$ cat src/rtl/qpd_pkg.sv
package qpd_pkg;

    localparam int FILT_W    = 3;
    localparam int CFG_W     = 8;
    localparam int NUM_LINES = 3;
    localparam int LINE_PH0  = 0;
    localparam int LINE_PH90 = 1;
    localparam int LINE_IDX  = 2;

    // stored control fields; bit 7 of the register is not stored
    typedef struct packed {
        logic [FILT_W-1:0] filt_len;   // bits 6:4
        logic [1:0]        idx_state;  // bits 3:2
        logic              idx_en;     // bit 1
        logic              dec_en;     // bit 0
    } qpd_cfg_t;

    localparam int CFG_STORED_W = $bits(qpd_cfg_t);

    typedef enum logic [1:0] {
        STEP_NONE = 2'd0,
        STEP_UP   = 2'd1,
        STEP_DOWN = 2'd2,
        STEP_ERR  = 2'd3
    } step_kind_e;

    // position of a {ph0, ph90} Gray state along the up sequence 00,01,11,10
    function automatic logic [1:0] gray_pos(input logic [1:0] s);
        return {s[1], s[1] ^ s[0]};
    endfunction

    function automatic step_kind_e classify_step(input logic [1:0] old_s,
                                                 input logic [1:0] new_s);
        logic [1:0] diff;
        diff = gray_pos(new_s) - gray_pos(old_s);
        case (diff)
            2'd1:    return STEP_UP;
            2'd3:    return STEP_DOWN;
            2'd2:    return STEP_ERR;
            default: return STEP_NONE;
        endcase
    endfunction

endpackage

$ cat src/rtl/qpd_cfg_reg.sv
module qpd_cfg_reg
    import qpd_pkg::*;
(
    input  logic             clk,
    input  logic             rst,
    input  logic             we,
    input  logic [CFG_W-1:0] wdata,
    output qpd_cfg_t         cfg,
    output logic [CFG_W-1:0] rdata
);

    qpd_cfg_t cfg_q;

    always_ff @(posedge clk) begin
        if (rst) begin
            cfg_q <= '0;
        end else if (we) begin
            cfg_q <= qpd_cfg_t'(wdata[CFG_STORED_W-1:0]);
        end
    end

    assign cfg   = cfg_q;
    assign rdata = {{(CFG_W-CFG_STORED_W){1'b0}}, cfg_q};

endmodule

$ cat src/rtl/qpd_glitch_filter.sv
module qpd_glitch_filter #(
    parameter int LEN_W = 3
) (
    input  logic             clk,
    input  logic             rst,
    input  logic             raw,
    input  logic [LEN_W-1:0] len,
    output logic             filt
);

    logic             level_q;
    logic [LEN_W-1:0] run_q;

    always_ff @(posedge clk) begin
        if (rst) begin
            level_q <= 1'b0;
            run_q   <= '0;
        end else if (raw == level_q) begin
            run_q <= '0;
        end else if (run_q >= len) begin
            level_q <= raw;
            run_q   <= '0;
        end else begin
            run_q <= run_q + LEN_W'(1);
        end
    end

    assign filt = level_q;

endmodule

$ cat src/rtl/qpd_edge_detect.sv
module qpd_edge_detect
    import qpd_pkg::*;
(
    input  logic       clk,
    input  logic       rst,
    input  logic [1:0] ph_now,     // {ph0, ph90}, filtered
    input  logic       idx_now,    // filtered index
    input  logic       idx_en,
    input  logic [1:0] idx_state,
    output step_kind_e step,
    output logic       idx_hit
);

    logic [1:0] ph_prev_q;
    logic       idx_prev_q;

    always_ff @(posedge clk) begin
        if (rst) begin
            ph_prev_q  <= '0;
            idx_prev_q <= 1'b0;
        end else begin
            ph_prev_q  <= ph_now;
            idx_prev_q <= idx_now;
        end
    end

    assign step    = classify_step(ph_prev_q, ph_now);
    assign idx_hit = idx_en && idx_now && !idx_prev_q && (ph_now == idx_state);

endmodule

$ cat src/rtl/qpd_pos_counter.sv
module qpd_pos_counter
    import qpd_pkg::*;
#(
    parameter int COUNT_W = 16
) (
    input  logic               clk,
    input  logic               rst,
    input  logic               dec_en,
    input  step_kind_e         step,
    input  logic               idx_hit,
    output logic [COUNT_W-1:0] count,
    output logic               dir_up,
    output logic               count_evt,
    output logic               step_err,
    output logic               idx_evt
);

    always_ff @(posedge clk) begin
        if (rst) begin
            count     <= '0;
            dir_up    <= 1'b0;
            count_evt <= 1'b0;
            step_err  <= 1'b0;
            idx_evt   <= 1'b0;
        end else begin
            count_evt <= 1'b0;
            step_err  <= 1'b0;
            idx_evt   <= 1'b0;
            if (dec_en) begin
                case (step)
                    STEP_UP: begin
                        count     <= count + COUNT_W'(1);
                        count_evt <= 1'b1;
                        dir_up    <= 1'b1;
                    end
                    STEP_DOWN: begin
                        count     <= count - COUNT_W'(1);
                        count_evt <= 1'b1;
                        dir_up    <= 1'b0;
                    end
                    STEP_ERR: step_err <= 1'b1;
                    default: ;
                endcase
            end
            if (idx_hit) begin
                count   <= '0;
                idx_evt <= 1'b1;
            end
        end
    end

endmodule

$ cat src/rtl/quad_pos_decoder.sv
module quad_pos_decoder
    import qpd_pkg::*;
#(
    parameter int COUNT_W = 16
) (
    input  logic               clk,
    input  logic               rst,
    input  logic               cfg_we,
    input  logic [7:0]         cfg_wdata,
    output logic [7:0]         cfg_rdata,
    input  logic               ph0_in,
    input  logic               ph90_in,
    input  logic               idx_in,
    output logic [COUNT_W-1:0] count,
    output logic               dir_up,
    output logic               count_evt,
    output logic               step_err,
    output logic               idx_evt
);

    qpd_cfg_t             cfg;
    logic [NUM_LINES-1:0] raw_lines;
    logic [NUM_LINES-1:0] filt_lines;
    step_kind_e           step;
    logic                 idx_hit;

    qpd_cfg_reg u_cfg (
        .clk   (clk),
        .rst   (rst),
        .we    (cfg_we),
        .wdata (cfg_wdata),
        .cfg   (cfg),
        .rdata (cfg_rdata)
    );

    assign raw_lines[LINE_PH0]  = ph0_in;
    assign raw_lines[LINE_PH90] = ph90_in;
    assign raw_lines[LINE_IDX]  = idx_in;

    for (genvar i = 0; i < NUM_LINES; i++) begin : g_filt
        qpd_glitch_filter #(.LEN_W(FILT_W)) u_filt (
            .clk  (clk),
            .rst  (rst),
            .raw  (raw_lines[i]),
            .len  (cfg.filt_len),
            .filt (filt_lines[i])
        );
    end

    qpd_edge_detect u_edge (
        .clk       (clk),
        .rst       (rst),
        .ph_now    ({filt_lines[LINE_PH0], filt_lines[LINE_PH90]}),
        .idx_now   (filt_lines[LINE_IDX]),
        .idx_en    (cfg.idx_en),
        .idx_state (cfg.idx_state),
        .step      (step),
        .idx_hit   (idx_hit)
    );

    qpd_pos_counter #(.COUNT_W(COUNT_W)) u_cnt (
        .clk       (clk),
        .rst       (rst),
        .dec_en    (cfg.dec_en),
        .step      (step),
        .idx_hit   (idx_hit),
        .count     (count),
        .dir_up    (dir_up),
        .count_evt (count_evt),
        .step_err  (step_err),
        .idx_evt   (idx_evt)
    );

endmodule

$ cat config.mk
export PLATFORM = sky130hd
export DESIGN_NAME = quad_pos_decoder
export DESIGN_NICKNAME = d
export VERILOG_FILES = /design/src/rtl/qpd_pkg.sv /design/src/rtl/qpd_cfg_reg.sv /design/src/rtl/qpd_glitch_filter.sv /design/src/rtl/qpd_edge_detect.sv /design/src/rtl/qpd_pos_counter.sv /design/src/rtl/quad_pos_decoder.sv
export SDC_FILE = /design/constraint.sdc
export NUM_CORES = 1
export LEC_CHECK = 0
export BUFFER_PORTS_ARGS = -buffer_cell sky130_fd_sc_hd__buf_2
export CAP_MARGIN = 40
export CORE_ASPECT_RATIO = 0.5
export CORE_MARGIN = 4
export CORE_UTILIZATION = 52
export DETAILED_ROUTE_END_ITERATION = 7
export GPL_ROUTABILITY_DRIVEN = 0
export HOLD_SLACK_MARGIN = 0.08
export PLACE_DENSITY_LB_ADDON = 0.12
export SLEW_MARGIN = 25
export SYNTH_ARGS = -nofsm -noshare
export SYNTH_HDL_FRONTEND = slang
export SYNTH_HIERARCHICAL = 1
export SYNTH_SLANG_ARGS = --single-unit
$ cat constraint.sdc
create_clock -name clk -period 4.2 [get_ports clk]
set_input_delay 0.63 -clock clk [delete_from_list [all_inputs] [get_ports clk]]
set_output_delay 0.63 -clock clk [all_outputs]
set_load 0.03 [all_outputs]
Word-level counts from Yosys, hierarchy flattened
Index checks and enable logic that the tools add are counted.
Word-level totals
  word-level logic and storage cells: 63
  register bits: 42
  input port bits: 14
  output and inout bits: 28
Cells by class
  equality and inequality tests: 10
  reductions and logical operators: 15
  mux-type cells: 6
  add/subtract/negate cells: 6
  bitwise gates (word level): 6
  magnitude comparators: 3
Operators by type and width (number)
  16-bit case mux with 2 select lines: 1
  16-bit by 1-bit adder with 16-bit output (second input constant): 1
  16-bit by 1-bit subtractor with 16-bit output (second input constant): 1
  3-bit by 1-bit adder with 3-bit output (second input constant): 3
  3-bit >= comparator: 3
  3-bit OR reduction: 3
  2-bit equality test (second input constant): 4
  2-bit AND reduction: 4
  2-bit case mux with 3 select lines: 1
  2-bit OR reduction: 3
  2-bit by 1-bit equality test with 1-bit output (second input constant): 2
  1-bit inverter: 4
  1-bit equality test: 3
  1-bit logical AND: 3
  1-bit two-way mux: 3
  2-bit equality test: 1
  1-bit case mux with 2 select lines: 1
  2-bit nonzero test: 1
  2-bit subtractor: 1
  1-bit XOR: 2
  1-bit zero test: 1

Logic depth before layout (Yosys ltp)
Gate-level depths: netlist of run 1.
  depth after elaboration: 7
  gate-level depth with buffers: 19
  gate-level depth less buffers: 16

Modules after synthesis
The synthesis of run 1 kept the hierarchy.
Modules (own cells, without submodules)
  qpd_pos_counter: area an instance 1645.3 µm², sequential area each 400.4 µm², cells each 221, times used 1
  qpd_glitch_filter: area an instance 224.0 µm², sequential area each 80.1 µm², cells each 26, times used 3
  qpd_cfg_reg: area an instance 311.5 µm², sequential area each 140.1 µm², cells each 31, times used 1
  qpd_edge_detect: area an instance 195.2 µm², sequential area each 60.1 µm², cells each 19, times used 1

Worst setup path after synthesis of run 1
No wires, ideal clock.
  kind: register to register
  from: reg g_filt[0].u_filt.level_q
  to: reg u_cnt.count[12]
  cell stages (with the launch flop): 20
  path buffers: 3
  slack: 0.105 ns
  period minus slack after synthesis: 4.095 ns
  required time: 4.128 ns
  setup time: 0.072 ns
  arrival: 4.023 ns
  cell sequence: dfxtp_1 -> xnor2_1 -> ha_1 -> xnor2_1 -> xnor2_1 -> ha_1 -> inv_1 -> ha_1 -> buf_2 -> clkbuf_1 -> clkbuf_1 -> xor2_1 -> ha_1 -> nor4_1 -> or4_4 -> o22ai_2 -> nand2_1 -> mux2i_1 -> o21ai_1 -> mux2i_1
On the way
  word-level cells in the longest chain between the ends: 7
  elaborated cells between the ends (all ways): 14
  those cells by class: 1 x add/sub; 6 x eq/ne; 2 x mux; 1 x bitwise; 4 x reduce/logical
RTL lines
  from (decl): RTL line qpd_glitch_filter.sv:11  | logic level_q;
  from (signal assigned): RTL line qpd_glitch_filter.sv:21  | level_q <= raw;
  1-bit XOR: RTL line qpd_pkg.sv:29  | return {s[1], s[1] ^ s[0]};
  2-bit subtractor *: RTL line qpd_pkg.sv:35  | diff = gray_pos(new_s) - gray_pos(old_s);
  2-bit equality test or 2-bit by 1-bit equality test with 1-bit output (tied branches): RTL line qpd_pkg.sv:36  | case (diff)
  2-bit case mux with 3 select lines *: RTL line qpd_pkg.sv:36
  named net step[0]: RTL line quad_pos_decoder.sv:24  | step_kind_e step;
  2-bit by 1-bit equality test with 1-bit output or 2-bit equality test (tied branches): RTL line qpd_pos_counter.sv:30  | case (step)
  2-bit nonzero test (no line)
  2-bit AND reduction (no line)
  to (signal assigned): RTL line qpd_pos_counter.sv:32  | count <= count + COUNT_W'(1);
  to (signal assigned): RTL line qpd_pos_counter.sv:37  | count <= count - COUNT_W'(1);
  to (decl): RTL line qpd_pos_counter.sv:11  | output logic [COUNT_W-1:0] count,
The timed path passes the listed nets; every way through them passes the cells marked *.
A chain may end at the register's enable or synchronous reset.

Worst setup path after layout of run 1
  from: reg g_filt[0].u_filt.level_q
  to: reg u_cnt.count[11]
Same word-level chain as after synthesis.

==> flow_metrics.tcl, run 1 <==
set metrics [dict create \
    status "finished clean" \
    hold_violations 0 \
    gr-total-overflow 0 \
    fin_worst_skew_ns 0.00817 \
    die-area_um2 6750 \
    period_minus_slack_ns 3.75 \
    setup_viol 0 \
    fmax_ghz 0.266 \
    clock_power_share 0.231 \
    cts.clk_slew.worst_paths_ns 0.09 \
    yosysUniqueCellTypes 56 \
    switching_share 0.397 \
    syn_area_um2 2820 \
    worstSetupPathType "flip-flop to flip-flop" \
    grt.total_usage 0.190 \
    cts.sinks 42 \
    drive_gt1_frac 0.162 \
    power.total_uw 1180 \
    cts_resized 0 \
    htreeDepth 2 \
    p_leak_uw 0.00135 \
    yosysWarnings 6 \
    slew_viol_final 0 \
    syn-mean-instance-area_um2 8.09 \
    portBuffers 39 \
    pin_count 42 \
    num-nets-final 403 \
    fin_util 0.605 \
    wirelength_um 6100 \
    initial_core_util 0.555 \
    power_per_cell_area_nw_per_um2 384 \
    remaining_drc_errors 0 \
    fin_crit_sh 0.894 \
    power.internal_uw 713 \
    p_sw_uw 469 \
    critPathLaunchType "flip-flop" \
    required_ns 4.43 \
    dp_hpwl_um 4420 \
    synth-edff-count 0 \
    via_per_inst 5.64 \
    fin_setup_tns_ns 0 \
    placed_cells 433 \
    antenna_found_initial 0 \
    fp-row-count 18 \
    cts-root-buf "clkbuf_8" \
    worst_pin_slew_ns 0.531 \
    grt_pass1_vias 2341 \
    cts_buffers 5 \
    final_cell_mix "dfxtp_1, buf_2, nor2_1" \
    wire_per_inst_um 13.8 \
    irDropWorstVdd_mv 0.178 \
    antenna_cells 0 \
    async_reset_ff_frac 0 \
    coreArea_um2 5090 \
    relSlewSlack 0.643 \
    area_delta_synth_final_pct 9.13 \
    grt_first_pass_wirelength_um 10400 \
    firstDrtPassIters 4 \
    cts.path.max_buffers 2 \
    rrSetupSlack_ns 0.45 \
    via_count 2487 \
    synth-seq-cells 42 \
    die_h_um 60.1 \
    cp_max_fo 32 \
    synthCells 349 \
    synth_top_flop_cell "dfxtp_1" \
    cts_hold_buffers 0 \
    hold_class "flip-flop to flip-flop" \
    post-cts-setup-buffers 0 \
    grt_max_degree 33 \
    die_x_um 112 \
    layout_commonest_cell "dfxtp_1" \
    antenna_left 0 \
    cap_violations 0 \
    grt_setup_unrepaired "false" \
    fin_cells 441 \
    drt_iter0_drc 109 \
    critPathArrivalTime_ns 3.98 \
    seq_area_frac_synth 0.298 \
    critPathCaptureType "flip-flop" \
    clock_latency_ns 0.30 \
    cts_tree "yes" \
    comb_power_share 0.376 \
    pwr-share-seq 0.392 \
    syn_nets 382 \
]
-- cell usage after synthesis (3+ instances only) --
cell type  count  area (µm²)
nor2b_1        9        56.3
nand2_1       21        78.8
o2111ai_1      3        26.3
a22o_1         3        26.3
a21oi_1       25         125
nor4_1         4        25.0
a22oi_1        4        30.0
o21ai_1        4        20.0
nor3_1         8        40.0
ha_1          19         238
buf_4          9        67.6
or3_1         11        68.8
o21ai_0       17        85.1
dfxtp_1       42         841
a31oi_1        4        25.0
mux2i_1       12         120
and4b_1        3        30.0
clkbuf_1      19        71.3
inv_1         20        75.1
and3_1         5        31.3
o31ai_1        3        22.5
a32oi_1        3        26.3
xnor2_1       16         140
xor2_1         8        70.1
nor3b_1        4        30.0
nor2_1        34         128
-- final cells by class --
type	instances	area, µm²
clock buffers	5	68.8
multi-input cells	256	1750
flip-flops and latches	42	841
repair buffers	45	240
fillers	495	2010
well taps	70	87.6
clock inverters	3	21.3
inverters	20	75.1
-- layer usage --
layer	GRT usage	share of wire
met5	0	0
met4	0.0565	0.0095
met3	0.0506	0.063
met2	0.334	0.46
met1	0.233	0.46
-- cell families (layout without fill, tap and decap cells) --
kind of cell | count (synthesis) | after routing | share of synthesized area
simple gates | 119 | 119 | 0.231
compound gates | 80 | 80 | 0.181
buf+inv | 51 | 73 | 0.0833
flops | 42 | 42 | 0.298
xor+xnor | 24 | 24 | 0.0744
fa+ha+maj | 19 | 19 | 0.0842
mux | 13 | 13 | 0.0465
other cells | 1 | 1 | 0.00133
-- power groups by stage --
stage	clock (µW)	combinational [µW]	sequential, µW
after floorplan	0	336	481
after global placement	0	428	471
after detailed placement	0	441	473
after CTS	281	442	464
after global routing	300	495	470
final	274	445	464
-- critical path: stages, from the launching register on --
cell and delay, ns:
dfxtp_1 0.48, xnor2_1 0.12, ha_1 0.21, xnor2_1 0.16
xnor2_1 0.16, ha_1 0.28, inv_1 0.09, ha_1 0.19
buf_4 0.31, and4b_1 0.26, a2111oi_2 0.35, o21a_1 0.24
o21ai_1 0.16, xnor2_1 0.17, or3_1 0.31, a21oi_1 0.17
-- sequential cells by signal (all words and copies together), names as in the netlist --
register,cells
u_cfg/cfg,7
u_cnt/dir_up,1
u_cnt/count_evt,1
u_cnt/idx_evt,1
u_cnt/step_err,1
u_cnt/count,16
u_edge/ph_prev_q,2
g_filt.u_filt/run_q,9
u_edge/idx_prev_q,1
g_filt.u_filt/filt,3
-- metrics by stage --
stage / cell area [µm²] / setup slack (ns) / hold slack, ns
after global routing: 3080 / 0.0716 / 0.483
after floorplan: 2820 / 0.105 / 0.417
after detailed placement: 2990 / 0.461 / 0.436
after global placement: 2990 / 0.571 / 0.432
final: 3080 / 0.446 / 0.452
after CTS: 3080 / 0.439 / 0.455
-- worst paths after layout --
kind	start	end	depth (start not counted)
worst min register to register	g_filt[1].u_filt/run_q[0]	g_filt[1].u_filt/run_q[0]	1
worst max-delay path	g_filt[0].u_filt/filt	u_cnt/count[11]	15
worst max register to register	g_filt[0].u_filt/filt	u_cnt/count[11]	15
worst min-delay path	g_filt[1].u_filt/run_q[0]	g_filt[1].u_filt/run_q[0]	1
No activity file was read; power rests on OpenSTA's default activity.
==> run 2, diff against run 1 <==
- CORE_UTILIZATION: 52 -> 54
- CTS_BUF_LIST: default -> sky130_fd_sc_hd__clkbuf_8
==> flow_metrics.tcl, run 2 (synthesis gave the netlist of run 1 again) <==
set metrics [dict create \
    power.internal_uw 775 \
    die_x_um 110 \
    cts_buffers 5 \
    num-nets-final 403 \
    die_h_um 59.1 \
    clock_latency_ns 0.30 \
    wirelength_um 5970 \
    fin_util 0.621 \
    relSlewSlack 0.610 \
    p_sw_uw 462 \
    wire_per_inst_um 13.5 \
    cp_slowest_cell "nor4_2" \
    grt.total_usage 0.200 \
    crit_buf_inv 1 \
    initial_core_util 0.565 \
    worst_pin_slew_ns 0.580 \
    irDropWorstVdd_mv 0.210 \
    antenna_cells 0 \
    pin_count 42 \
    critPathLaunchType "flip-flop" \
    fin_setup_tns_ns 0 \
    cp.depth 15 \
    rrSetupSlack_ns 0.42 \
    cts.sinks 42 \
    status "finished clean" \
    drt_iter0_drc 109 \
    portBuffers 39 \
    die-area_um2 6520 \
    firstDrtPassIters 5 \
    fin_worst_skew_ns 0.00611 \
    largest_reg_flops 16 \
    antenna_found_initial 0 \
    area_delta_synth_final_pct 9.92 \
    grt_first_pass_wirelength_um 10400 \
    switching_share 0.374 \
    stdcell_area_um2 3100 \
    cts.path.max_buffers 2 \
    crit_path_end "u_cnt/count[14]" \
    cts_tree "yes" \
    drive_gt1_frac 0.162 \
    largest_register "u_cnt/count" \
    post-cts-setup-buffers 0 \
    grt_max_degree 33 \
    cp_top_family "simple AND/OR/NAND/NOR gates" \
    htreeDepth 2 \
    clock_power_share 0.265 \
    dp_hpwl_um 4370 \
    worstSetupPathType "flip-flop to flip-flop" \
    comb_power_share 0.361 \
    pwr-share-seq 0.374 \
    p_leak_uw 0.00137 \
    fin_crit_sh 0.901 \
    antenna_left 0 \
    r2r_end "u_cnt/count[14]" \
    fmax_ghz 0.264 \
    max_stage_delay_ns 0.57 \
    final_cell_mix "dfxtp_1, buf_2, nor2_1" \
    via_per_inst 5.67 \
    hold_class "flip-flop to flip-flop" \
    grt_pass1_vias 2299 \
    reg2reg_depth 15 \
    cts_resized 0 \
    hold_violations 0 \
    critPathCaptureType "flip-flop" \
    placed_cell_area_um2 2990 \
    required_ns 4.39 \
    cp_max_fo 32 \
    period_minus_slack_ns 3.78 \
    crit_start "g_filt[0].u_filt/filt" \
    coreArea_um2 5000 \
    setup_viol 0 \
    critPathArrivalTime_ns 3.97 \
    cts_hold_buffers 0 \
    grt_setup_unrepaired "false" \
    regToRegStartpoint "g_filt[0].u_filt/filt" \
    fp-row-count 18 \
    crit_chain "xnor2_1 > ha_1 > xnor2_1 > xnor2_1 > ha_1 > or2_1 > ha_1 > buf_4 > and3b_1 > nor4_2 > a31oi_1 > a21oi_1 > nor3_1 > o21ai_1 > o31ai_1" \
    gr-total-overflow 0 \
    min-delay-start "g_filt[1].u_filt/run_q[0]" \
    cts.clk_slew.worst_paths_ns 0.09 \
    power_per_cell_area_nw_per_um2 399 \
    layout_commonest_cell "dfxtp_1" \
    remaining_drc_errors 0 \
    slew_viol_final 0 \
    cap_violations 0 \
    via_count 2500 \
    cts-root-buf "clkbuf_8" \
]
run 2: cell types whose count changed in the layout (fill, tap and decap cells not counted), sizes merged:
cell | previous run | this run
bufinv | 0 | 1
clkinv | 2 | 1
clkinvlp | 1 | 0
inv | 20 | 21
run 2: metrics by stage:
step           worst slack (ns)  hold WS [ns]  power (µW)  cells
2_1_floorplan             0.105         0.417         817    349
3_3_place_gp              0.574         0.434         898    433
3_5_place_dp              0.433         0.440         914    433
4_1_cts                   0.422         0.454        1250    441
5_1_grt                   0.146         0.485        1330    441
6_report                  0.417         0.451        1240    441
run 2: cell type report:
type,instances,area [µm²]
well taps,70,87.6
clock buffers,5,68.8
multi-input cells,256,1750
flip-flops and latches,42,841
inverters,20,75.1
clock inverters,3,43.8
fillers,472,1900
repair buffers,45,240
run 2: worst min-delay path by stage:
stage | to | slack, ns | depth (start not counted)
global route | g_filt[1].u_filt/run_q[0] | 0.49 | 1
detailed placement | g_filt[1].u_filt/run_q[0] | 0.44 | 1
finish | g_filt[1].u_filt/run_q[0] | 0.45 | 1
global placement | g_filt[0].u_filt/run_q[0] | 0.43 | 1
CTS | g_filt[1].u_filt/run_q[0] | 0.45 | 1
floorplan | g_filt[0].u_filt/run_q[0] | 0.42 | 1
run 2: power groups by stage:
stage | logic, µW | registers (µW) | clock network (µW)
floorplan | 336 | 481 | 0
global placement | 428 | 470 | 0
detailed placement | 441 | 472 | 0
CTS | 444 | 463 | 339
global route | 502 | 470 | 359
finish | 447 | 463 | 328
run 2: routing by layer:
layer | vias up | global-route usage | wire [µm]
li1 | 1262 | - | -
met4 | 0 | 0.0474 | 48
met5 | - | 0 | 0
met2 | 78 | 0.341 | 2790
met1 | 1153 | 0.258 | 2730
met3 | 7 | 0.0479 | 405
==> run 3, diff against run 2 <==
- CORE_UTILIZATION: 54 -> 60
- clock period: 4.2 -> 4.88 ns (I/O delays scaled with it)
==> flow_metrics.tcl, run 3 (synthesis gave the netlist of run 1 again) <==
set metrics [dict create \
    critPathArrivalTime_ns 4.27 \
    grt_setup_unrepaired "false" \
    rrSetupSlack_ns 0.84 \
    crit_buf_inv 3 \
    cp_max_fo 20 \
    regToRegStartpoint "g_filt[0].u_filt/filt" \
    max_stage_delay_ns 0.48 \
    worst_pin_slew_ns 0.775 \
    layout_commonest_cell "dfxtp_1" \
    wire_per_inst_um 13.9 \
    cp_slowest_cell "dfxtp_1" \
    hold_class "flip-flop to flip-flop" \
    die_h_um 56.5 \
    antenna_cells 0 \
    clock_latency_ns 0.30 \
    via_per_inst 5.84 \
    grt_max_degree 22 \
    reg2reg_depth 15 \
    slew_viol_final 0 \
    fin_worst_skew_ns 0.00381 \
    place_ws_ns 0.919 \
    cp_top_family "adder cells" \
    irDropWorstVdd_mv 0.179 \
    hold_violations 0 \
    worstHoldPathCells 1 \
    grt_first_pass_wirelength_um 9940 \
    cts.clk_slew.worst_paths_ns 0.08 \
    cts_tree "yes" \
    portBuffers 39 \
    area_delta_synth_final_pct 7.09 \
    seqCellArea_um2 841 \
    largest_reg_flops 16 \
    cts.sinks 42 \
    power_per_cell_area_nw_per_um2 328 \
    wirelength_um 5890 \
    antenna_left 0 \
    cpMostUsedCell "xnor2_1" \
    finalWorstSetupSlack_ns 0.841 \
    coreArea_um2 4470 \
    cts.path.max_buffers 2 \
    critPathCaptureType "flip-flop" \
    post-cts-setup-buffers 0 \
    p_leak_uw 0.00134 \
    grt.total_usage 0.201 \
    fmax_ghz 0.248 \
    multiInputGateArea_um2 1750 \
    final_cell_mix "dfxtp_1, buf_2, nor2_1" \
    die-area_um2 5930 \
    antenna_found_initial 0 \
    htreeDepth 2 \
    worstSetupPathType "flip-flop to flip-flop" \
    required_ns 5.11 \
    setup_viol 0 \
    cts_resized 0 \
    die_x_um 105 \
    gr-total-overflow 0 \
    dp_hpwl_um 4240 \
    cts_hold_buffers 0 \
    fp-row-count 17 \
    drive_gt1_frac 0.148 \
    cts_buffers 5 \
    firstDrtPassIters 4 \
    num-nets-final 398 \
    initial_core_util 0.632 \
    min-delay-start "g_filt[1].u_filt/run_q[0]" \
    pin_count 42 \
    fin_setup_tns_ns 0 \
    crit_chain "xnor2_1 > ha_1 > xnor2_1 > xnor2_1 > ha_1 > inv_1 > ha_1 > buf_4 > inv_1 > and4_1 > a32oi_1 > o21ai_1 > xnor2_1 > or3_1 > a21oi_1" \
    hold_end "g_filt[1].u_filt/run_q[0]" \
    remaining_drc_errors 0 \
    n_fill_cell 381 \
    via_count 2472 \
    grt_pass1_vias 2238 \
    status "finished clean" \
    period_minus_slack_ns 4.04 \
    relSlewSlack 0.484 \
    cap_violations 0 \
    largest_register "u_cnt/count" \
    drt_iter0_drc 109 \
    r2r_end "u_cnt/count[11]" \
    fin_crit_sh 0.828 \
    cts-root-buf "clkbuf_8" \
    critPathLaunchType "flip-flop" \
]
-- run 3: changes by cell type in the layout (fill, tap and decap cells not counted), sizes merged --
| cell | before | now |
|---|---|---|
| bufinv | 1 | 0 |
| clkinv | 1 | 2 |
| buf | 45 | 40 |
-- run 3: area by class of cell --
type | instances | area share
multi-input combinational | 256 | 0.578
sequential | 42 | 0.278
timing repair buffer | 40 | 0.0670
inverter | 20 | 0.0248
tap | 57 | 0.0236
clock buffer | 5 | 0.0228
clock inverter | 3 | 0.00579
-- run 3: where the power goes --
group / leakage, µW / internal [µW] / switching, µW
Sequential: 0.000342 / 364 / 34.5
Combinational: 0.000944 / 138 / 232
Clock: 0.0000493 / 99.0 / 124
-- run 3: layer usage --
metal	track usage	part of all wire	up-vias
li1	-	-	1257
met1	0.256	0.47	1148
met2	0.341	0.47	63
met3	0.0620	0.057	4
met4	0.0393	0.0036	0
met5	0	0	-
-- run 3: per-stage QoR --
stage | instance area (µm²) | util | instances | total power, µW | hold slack [ns]
after floorplan | 2820 | - | 349 | 703 | 0.417
after global routing | 3020 | 0.677 | 423 | 1060 | 0.483
after CTS | 3020 | 0.677 | 423 | 995 | 0.459
after detailed placement | 2940 | 0.658 | 415 | 770 | 0.443
final | 3020 | 0.677 | 423 | 992 | 0.455
after global placement | 2940 | 0.658 | 415 | 758 | 0.431
-- run 3: how the worst max path moves through the flow --
stage	end	slack (ns)	start	cells after the start
after global placement	u_cnt/count[11]	1.04	g_filt[0].u_filt/filt	15
after detailed placement	u_cnt/count[11]	0.92	g_filt[0].u_filt/filt	15
after global routing	u_cnt/count[11]	0.56	g_filt[0].u_filt/filt	15
after CTS	u_cnt/count[11]	0.89	g_filt[0].u_filt/filt	15
final	u_cnt/count[11]	0.84	g_filt[0].u_filt/filt	15
after floorplan	u_cnt/count[12]	0.79	g_filt[0].u_filt/filt	19
